File: src/rtl/ivc_pkg.sv
package ivc_pkg;

  // Returns the lowest set bit position of a request vector (0 if none).
  function automatic int unsigned lowest_set(input logic [63:0] vec, input int unsigned width);
    int unsigned pos;
    pos = 0;
    for (int i = int'(width) - 1; i >= 0; i--) begin
      if (vec[i]) pos = i;
    end
    return pos;
  endfunction

endpackage

File: src/rtl/ivc_flag_bank.sv
module ivc_flag_bank #(
  parameter int unsigned           NUM_SRC    = 8,
  parameter logic [NUM_SRC-1:0]    LEVEL_MASK = '0
) (
  input  logic               clk,
  input  logic               rst_n,
  input  logic [NUM_SRC-1:0] src_in,
  input  logic               clr_wr,
  input  logic [NUM_SRC-1:0] clr_wdata,
  input  logic [NUM_SRC-1:0] ack_vec,
  output logic [NUM_SRC-1:0] req_vec,
  output logic [NUM_SRC-1:0] flag_q
);

  for (genvar i = 0; i < NUM_SRC; i++) begin : g_src
    if (LEVEL_MASK[i]) begin : g_level
      assign req_vec[i] = src_in[i];
      assign flag_q[i]  = 1'b0;
    end else begin : g_sticky
      logic flag_r;
      logic flag_nxt;
      logic flag_ce;

      always_comb begin
        flag_nxt = flag_r;
        if ((clr_wr && clr_wdata[i]) || ack_vec[i]) flag_nxt = 1'b0;
        if (src_in[i]) flag_nxt = 1'b1;
        flag_ce = (flag_nxt != flag_r);
      end

      always_ff @(posedge clk or negedge rst_n) begin
        if (!rst_n) flag_r <= 1'b0;
        else if (flag_ce) flag_r <= flag_nxt;
      end

      assign req_vec[i] = flag_r;
      assign flag_q[i]  = flag_r;
    end
  end

endmodule

File: src/rtl/ivc_prio_arb.sv
module ivc_prio_arb #(
  parameter int unsigned NUM_SRC = 8,
  localparam int unsigned IW     = $clog2(NUM_SRC + 1)
) (
  input  logic [NUM_SRC-1:0] elig_vec,
  output logic               any_elig,
  output logic [IW-1:0]      win_index,
  output logic [NUM_SRC-1:0] win_onehot
);
  import ivc_pkg::*;

  logic [63:0] padded;
  int unsigned pos;

  always_comb begin
    padded     = '0;
    padded[NUM_SRC-1:0] = elig_vec;
    pos        = lowest_set(padded, NUM_SRC);
    any_elig   = |elig_vec;
    win_index  = any_elig ? IW'(pos + 1) : '0;
    win_onehot = '0;
    if (any_elig) win_onehot[pos] = 1'b1;
  end

endmodule

File: src/rtl/ivc_gate.sv
module ivc_gate (
  input  logic clk,
  input  logic rst_n,
  input  logic cli,
  input  logic sei,
  input  logic reti,
  input  logic insn_done,
  input  logic any_elig,
  output logic take_now,
  output logic gie_q
);

  logic hold_q;
  logic gie_nxt, hold_nxt;

  always_comb begin
    take_now = insn_done && gie_q && !cli && !reti && !hold_q && any_elig;

    gie_nxt = gie_q;
    if (take_now)         gie_nxt = 1'b0;
    else if (cli)         gie_nxt = 1'b0;
    else if (sei || reti) gie_nxt = 1'b1;

    hold_nxt = hold_q;
    if (reti)           hold_nxt = 1'b1;
    else if (insn_done) hold_nxt = 1'b0;
  end

  always_ff @(posedge clk or negedge rst_n) begin
    if (!rst_n) begin
      gie_q  <= 1'b0;
      hold_q <= 1'b0;
    end else begin
      gie_q  <= gie_nxt;
      hold_q <= hold_nxt;
    end
  end

endmodule

File: src/rtl/irq_vector_ctrl.sv
module irq_vector_ctrl #(
  parameter int unsigned        NUM_SRC    = 8,
  parameter logic [NUM_SRC-1:0] LEVEL_MASK = '0,
  parameter int unsigned        ADDR_W     = 16,
  parameter int unsigned        VEC_SLOT   = 2,
  parameter logic [ADDR_W-1:0]  BOOT_BASE  = 16'hF000,
  localparam int unsigned       IW         = $clog2(NUM_SRC + 1)
) (
  input  logic               clk,
  input  logic               rst_n,
  input  logic [NUM_SRC-1:0] src_in,
  input  logic               en_wr,
  input  logic [NUM_SRC-1:0] en_wdata,
  input  logic               clr_wr,
  input  logic [NUM_SRC-1:0] clr_wdata,
  input  logic               cli,
  input  logic               sei,
  input  logic               reti,
  input  logic               insn_done,
  input  logic               vec_base_sel,
  output logic               irq_take,
  output logic [IW-1:0]      irq_index,
  output logic [ADDR_W-1:0]  irq_vaddr,
  output logic               gie,
  output logic [NUM_SRC-1:0] flag_pend
);

  // Reset synchronizer: asynchronous assert, synchronous release.
  logic [1:0] rst_sync;
  logic       rst_int_n;

  always_ff @(posedge clk or negedge rst_n) begin
    if (!rst_n) rst_sync <= 2'b00;
    else        rst_sync <= {rst_sync[0], 1'b1};
  end
  assign rst_int_n = rst_sync[1];

  logic [NUM_SRC-1:0] en_q;
  logic [NUM_SRC-1:0] req_vec, elig_vec, win_onehot, ack_vec;
  logic               any_elig, take_now;
  logic [IW-1:0]      win_index;
  logic [ADDR_W-1:0]  base_addr, vaddr_nxt;

  always_ff @(posedge clk or negedge rst_int_n) begin
    if (!rst_int_n)  en_q <= '0;
    else if (en_wr)  en_q <= en_wdata;
  end

  ivc_flag_bank #(
    .NUM_SRC    (NUM_SRC),
    .LEVEL_MASK (LEVEL_MASK)
  ) u_flags (
    .clk       (clk),
    .rst_n     (rst_int_n),
    .src_in    (src_in),
    .clr_wr    (clr_wr),
    .clr_wdata (clr_wdata),
    .ack_vec   (ack_vec),
    .req_vec   (req_vec),
    .flag_q    (flag_pend)
  );

  assign elig_vec = req_vec & en_q;

  ivc_prio_arb #(
    .NUM_SRC (NUM_SRC)
  ) u_arb (
    .elig_vec   (elig_vec),
    .any_elig   (any_elig),
    .win_index  (win_index),
    .win_onehot (win_onehot)
  );

  ivc_gate u_gate (
    .clk       (clk),
    .rst_n     (rst_int_n),
    .cli       (cli),
    .sei       (sei),
    .reti      (reti),
    .insn_done (insn_done),
    .any_elig  (any_elig),
    .take_now  (take_now),
    .gie_q     (gie)
  );

  assign ack_vec = take_now ? win_onehot : '0;

  always_comb begin
    base_addr = vec_base_sel ? BOOT_BASE : '0;
    vaddr_nxt = base_addr + ADDR_W'(win_index) * ADDR_W'(VEC_SLOT);
  end

  always_ff @(posedge clk or negedge rst_int_n) begin
    if (!rst_int_n) irq_take <= 1'b0;
    else            irq_take <= take_now;
  end

  always_ff @(posedge clk or negedge rst_int_n) begin
    if (!rst_int_n) begin
      irq_index <= '0;
      irq_vaddr <= '0;
    end else if (take_now) begin
      irq_index <= win_index;
      irq_vaddr <= vaddr_nxt;
    end
  end

endmodule

File: config.mk
export PLATFORM = sky130hd
export DESIGN_NAME = irq_vector_ctrl
export DESIGN_NICKNAME = d
export VERILOG_FILES = /design/src/rtl/ivc_pkg.sv /design/src/rtl/ivc_flag_bank.sv /design/src/rtl/ivc_prio_arb.sv /design/src/rtl/ivc_gate.sv /design/src/rtl/irq_vector_ctrl.sv
export SDC_FILE = /design/constraint.sdc
export NUM_CORES = 1
export LEC_CHECK = 0
export BUFFER_PORTS_ARGS = -buffer_cell sky130_fd_sc_hd__clkbuf_2
export CAP_MARGIN = 40
export CORE_MARGIN = 8
export CORE_UTILIZATION = 50
export DETAILED_ROUTE_END_ITERATION = 10
export PLACE_DENSITY = 0.89
export SYNTH_ARGS = -nofsm -noshare
export SYNTH_HDL_FRONTEND = slang
export SYNTH_HIERARCHICAL = 1
export SYNTH_SLANG_ARGS = --single-unit
File: constraint.sdc
create_clock -name clk -period 2.3 [get_ports clk]
set_clock_uncertainty 0.05 [all_clocks]
set_input_delay 0.115 -clock clk [delete_from_list [all_inputs] [get_ports clk]]
set_output_delay 0.115 -clock clk [all_outputs]
set_load 0.02 [all_outputs]
== Word level (Yosys, flattened, before mapping) ==
Index checks and enable logic that the tools add are counted.
Word-level totals
  output and inout bits: 30
  bits of input ports: 33
  word-level logic and storage cells: 92
  register bits after elaboration: 41
Operators by class
  equality and inequality tests: 8
  bitwise operators: 1
  magnitude comparators: 2
  $add $sub $neg: 2
  multiplexer cells: 35
  reductions and logical operators: 29
Operators by type and width (count)
  32-bit two-way mux: 7
  32-bit by 1-bit greater-or-equal comparator with 1-bit output, second input constant: 1
  32-bit by 4-bit < comparator with 1-bit output, second input constant: 1
  1-bit two-way mux: 22
  16-bit by 5-bit adder with 16-bit output: 1
  16-bit two-way mux: 1
  8-bit two-way mux: 2
  1-bit logical AND: 14
  1-bit logical OR: 9
  8-bit AND: 1
  1-bit inequality test: 8
  8-bit OR reduction: 1
  4-bit by 1-bit adder with 4-bit output, second input constant: 1
  4-bit two-way mux: 1
  1-bit demux with 3-bit select: 1
  1-bit logical NOT: 3
  3-bit two-way mux: 1
  3-bit nonzero test: 1
  2-bit nonzero test: 1

== Longest topological paths before layout ==
  depth in word-level cells: 19
  gate-level depth with buffers: 11
  gate-level depth less buffers: 8

== By module ==
The synthesis kept the hierarchy.
Modules (own cells, without submodules)
  irq_vector_ctrl: instances 1, cells an instance 64, area an instance 805.8 um2
  ivc_flag_bank: instances 1, cells an instance 49, area an instance 457.9 um2
  ivc_prio_arb: instances 1, cells an instance 33, area an instance 227.7 um2
  ivc_gate: instances 1, cells an instance 9, area an instance 102.6 um2

== Worst setup path before layout ==
No wires, ideal clock.
  path type: register -> register
  start: register u_flags.g_src[0].g_sticky.flag_r
  end: register irq_index[0]
  arrival time: 1.949 ns
  path buffers: 3
  setup time: 0.125 ns
  setup slack: 0.176 ns
  stages on the path, launching flop included: 10
  data required time: 2.125 ns
  cell sequence: dfrtp_1 buf_4 and2_1 buf_6 nor4_4 nand3_2 nor4b_2 and2_1 buf_6 mux2_4
RTL lines
  start, declared: RTL line ivc_flag_bank.sv:20  | logic flag_r;
  start signal, assigned: RTL line ivc_flag_bank.sv:33  | else if (flag_ce) flag_r <= flag_nxt;
  8-bit AND: RTL line irq_vector_ctrl.sv:63  | assign elig_vec = req_vec & en_q;
  named net elig_vec[0]: RTL line irq_vector_ctrl.sv:39  | logic [NUM_SRC-1:0] req_vec, elig_vec, win_onehot, ack_vec;
  8-bit OR reduction: RTL line ivc_prio_arb.sv:19  | any_elig = |elig_vec;
  named net any_elig: RTL line irq_vector_ctrl.sv:40  | logic any_elig, take_now;
  1-bit logical AND: RTL line ivc_gate.sv:17  | take_now = insn_done && gie_q && !cli && !reti && !hold_q && any_elig;
  named net take_now: RTL line irq_vector_ctrl.sv:40
  end signal, assigned: RTL line irq_vector_ctrl.sv:103  | irq_index <= win_index;
  end, declared: RTL line irq_vector_ctrl.sv:22  | output logic [IW-1:0] irq_index,
The timed path passes the listed nets, and every way through them passes these cells.
A chain may end at the register's enable or synchronous reset.

== Worst setup path after layout ==
  start: register u_flags.g_src[2].g_sticky.flag_r
  end: register irq_index[2]
Between the ends
  cells in the longest elaborated chain, start to end: 6
Ends and longest elaborated chain
  start, declared: RTL line ivc_flag_bank.sv:20
  start signal, assigned: RTL line ivc_flag_bank.sv:33
  8-bit AND *: RTL line irq_vector_ctrl.sv:63
  named net elig_vec[2]: RTL line irq_vector_ctrl.sv:39
  32-bit two-way mux (3 in a row): RTL line ivc_pkg.sv:8  | if (vec[i]) pos = i;
  4-bit by 1-bit adder with 4-bit output: RTL line ivc_prio_arb.sv:20  | win_index = any_elig ? IW'(pos + 1) : '0;
  4-bit two-way mux *: RTL line ivc_prio_arb.sv:20
  named net win_index[2]: RTL line irq_vector_ctrl.sv:41  | logic [IW-1:0] win_index;
Mark *: on every way through the listed nets, which the timed path passes. The rest lies on a longest branch.

==> flow_metrics.env <==
export IMPL_htreeDepth=1
export IMPL_intPower_mw=0.736
export IMPL_dr_pass1_iters=5
export IMPL_numCtsBuffers=3
export IMPL_die_area_um2=5250
export IMPL_slew_viol_final=0
export IMPL_timing_fmax_mhz=465
export IMPL_peakVddDrop_mv=0.320
export IMPL_postSynthAreaPerCell_um2=10.3
export IMPL_finalSetupViolCount=0
export IMPL_root_buffer="clkbuf_4"
export IMPL_p_clk_share_pct=16.7
export IMPL_drt_iter0_drc=47
export IMPL_crit_top_cell="mux2_2"
export IMPL_postRouteAntennaNets=0
export IMPL_holdPathStages=3
export IMPL_path_depth=8
export IMPL_synth_compound_area_share_pct=8.71
export IMPL_n_antenna_cell=0
export IMPL_rsz0062_at_grt="false"
export IMPL_cp_start_kind="register"
export IMPL_holdCritPathClass="in2reg"
export IMPL_fin_crit_sh_pct=93.4
export IMPL_cts_buffer_depth=2
export IMPL_placedCellCount=225
export IMPL_dpl_hpwl_um=2500
export IMPL_layout_commonest_cell="clkbuf_2"
export IMPL_drt_total_wl_um=3400
export IMPL_clk_pin_slew_ns=0.14
export IMPL_die_width_um=72.5
export IMPL_wl_per_cell_um=13.7
export IMPL_pin_count=63
export IMPL_seqPwrFrac_pct=48.6
export IMPL_power_density_nw_per_um2=586
export IMPL_r2r_cells=8
export IMPL_dpl_cell_area_um2=1680
export IMPL_initial_core_util_pct=52.2
export IMPL_period_minus_slack_ns=2.15
export IMPL_sw_frac_of_total_pct=33.9
export IMPL_arrival_ns=2.30
export IMPL_leakage_nw=0.902
export IMPL_cp_max_fo=5
export IMPL_vias=1158
export IMPL_hold_violations=0
export IMPL_port_buffers=54
export IMPL_ys_ff_latch=26
export IMPL_core_area_um2=3050
export IMPL_maxCapViolations=0
export IMPL_synth_xor_area_share_pct=0
export IMPL_outcome="complete, no violations"
export IMPL_clk_latency_ns=0.31
export IMPL_layoutNonFillerInstCount=248
export IMPL_switching_power_mw=0.377
export IMPL_final_cell_mix="54 x clkbuf_2, 26 x dfrtp_1, 20 x dlygate4sd3_1"
export IMPL_gp_congestion=0.861
export IMPL_yosysWarnings=6
export IMPL_grt_pass1_vias=1285
export IMPL_post_cts_setup_buffers=0
export IMPL_path_buf_inv=0
export IMPL_worst_slack_ns=0.151
export IMPL_nNetsFinal=240
export IMPL_crit_type="reg2reg"
export IMPL_synth_area_leaders="dfrtp_1 41%, buf_4 16%, mux2_2 7.1%"
export IMPL_pre_cts_ws_ns=0.158
export IMPL_drc=0
export IMPL_drive_gt1_share_pct=42.2
export IMPL_post_route_util_pct=62.2
export IMPL_synth_simple_area_share_pct=18.6
export IMPL_synth_top_family_by_area="buffers and inverters"
export IMPL_track_usage_pct=13.2
export IMPL_fp_dieH_um=72.5
export IMPL_synth_area_mux_share_pct=10.4
export IMPL_cp_top_family="simple AND/OR/NAND/NOR gates"
export IMPL_netlist_area_um2=1590
export IMPL_rows=20
export IMPL_p_comb_share_pct=34.7
export IMPL_synth_cells=155
export IMPL_synthToLayoutAreaGrowth_pct=19.2
export IMPL_worstPathCellList="and2_1 > nor3_1 > o21ai_1 > nand2_1 > ha_1 > a21oi_1 > mux2_2 > mux2_2"
export IMPL_overflow=0
export IMPL_finalInstanceArea_um2=1900
export IMPL_viasPerCell=4.67
export IMPL_cp_slowest_cell="dfrtp_1"
export IMPL_netlist_area_leader_share_pct=40.8
export IMPL_yosys_area_top_type="dfrtp_1"
export IMPL_tritoncts="built"
export IMPL_grt_start_max_net_pins=25
export IMPL_clkSinkCount=26
export IMPL_synth_cell_types=32
export IMPL_grt_pass1_wl_um=5590
export IMPL_synth_fa_ha_area_share_pct=0.785
export IMPL_antenna_found_initial=0
export IMPL_critical_path_endpoint_type="register"
export IMPL_crit_required_ns=2.45
export IMPL_finalSetupTns_ns=0
export IMPL_crit_path_max_incr_delay_ns=0.43
export IMPL_synth_sequential_area_ratio_pct=40.8
[path summary, 6_finish.rpt]
kind                                                    end                              from  slack [ns]
hold / removal                                u_gate/hold_q                         insn_done        0.04
setup reg to reg                               irq_index[2]  u_flags/g_src[2].g_sticky.flag_r        0.15
max in group asynchronous  u_flags/g_src[5].g_sticky.flag_r                       rst_sync[1]        1.79
hold reg to reg                                     en_q[3]                       rst_sync[1]        0.16
setup / recovery                               irq_index[2]  u_flags/g_src[2].g_sticky.flag_r        0.15
min in group asynchronous                       rst_sync[0]                             rst_n        0.06
[per-stage QoR]
| step | hold WS (ns) | power [mW] |
|---|---|---|
| 3_5_place_dp | -0.145 | 0.909 |
| 2_1_floorplan | -0.231 | 0.868 |
| 5_1_grt | 0.0434 | 1.18 |
| 3_3_place_gp | -0.148 | 0.900 |
| 4_1_cts | 0.0182 | 1.12 |
| 6_report | 0.0436 | 1.11 |
[what timing repair did]
item / 4_1_cts / 5_1_grt
endpoints found under the setup margin: 0 / 11
resized for setup: 0 / 1
hold buffers: 20 / 0
endpoints found under the hold margin: 21 / 0
[power by group through the flow]
stage	clock network, mW	registers, mW	logic, mW
3_5_place_dp	0	0.550	0.359
6_report	0.186	0.540	0.386
4_1_cts	0.193	0.540	0.387
2_1_floorplan	0	0.577	0.291
3_3_place_gp	0	0.548	0.352
5_1_grt	0.206	0.548	0.421
[logic make-up (layout without fill, tap and decap cells)]
family | count (synthesis) | after routing
mux | 14 | 14
simple gates | 46 | 46
flops | 26 | 26
buf+inv | 47 | 89
fa+ha+maj | 1 | 1
other cells | 2 | 9
compound gates | 19 | 19
[state kept, by name, summed over array words and instances (netlist names)]
name / count
en_q: 8
rst_sync: 2
irq_index: 3
u_gate/gie_q: 1
u_gate/hold_q: 1
u_flags/g_src.g_sticky.flag_r: 8
irq_vaddr: 2
irq_take: 1
[Yosys cell counts, drive strengths merged]
cell type  instances
buf               36
dfrtp             26
and2              19
mux2              14
inv               10
nand2              9
a31o               8
nor3               6
a21oi              4
nor2               3
a211oi             2
a21o               2
conb               2
nand3              2
o21ai              2
and3               1
clkbuf             1
ha                 1
nand2b             1
nor2b              1
nor3b              1
nor4               1
nor4b              1
o21a               1
or2                1
[layout make-up]
cell class / instances / area (um2)
Clock buffer: 3 / 22.5
Fill cell: 249 / 1150
Inverter: 10 / 37.5
Multi-Input combinational cell: 89 / 648
Sequential cell: 26 / 651
Tap cell: 44 / 55.1
Timing Repair Buffer: 76 / 485
[worst register-to-register path: cells and delay by family, from the launching register on]
family | cells | cell delay [ns]
multiplexers | 2 | 0.54
adder cells (fa/ha/maj) | 1 | 0.17
AO/OA/AOI/OAI | 2 | 0.23
flip-flops | 1 | 0.43
AND/OR/NAND/NOR | 3 | 0.63
[metal layers]
| layer | vias to the layer above | global-route usage, % | wire, um |
|---|---|---|---|
| met1 | 550 | 14.1 | 1370 |
| met5 | - | 0 | 0 |
| met3 | 2 | 3.86 | 246 |
| li1 | 570 | - | - |
| met4 | 0 | 5.33 | 18 |
| met2 | 36 | 23.7 | 1760 |
Note: power is estimated with default switching activity, not from simulation.
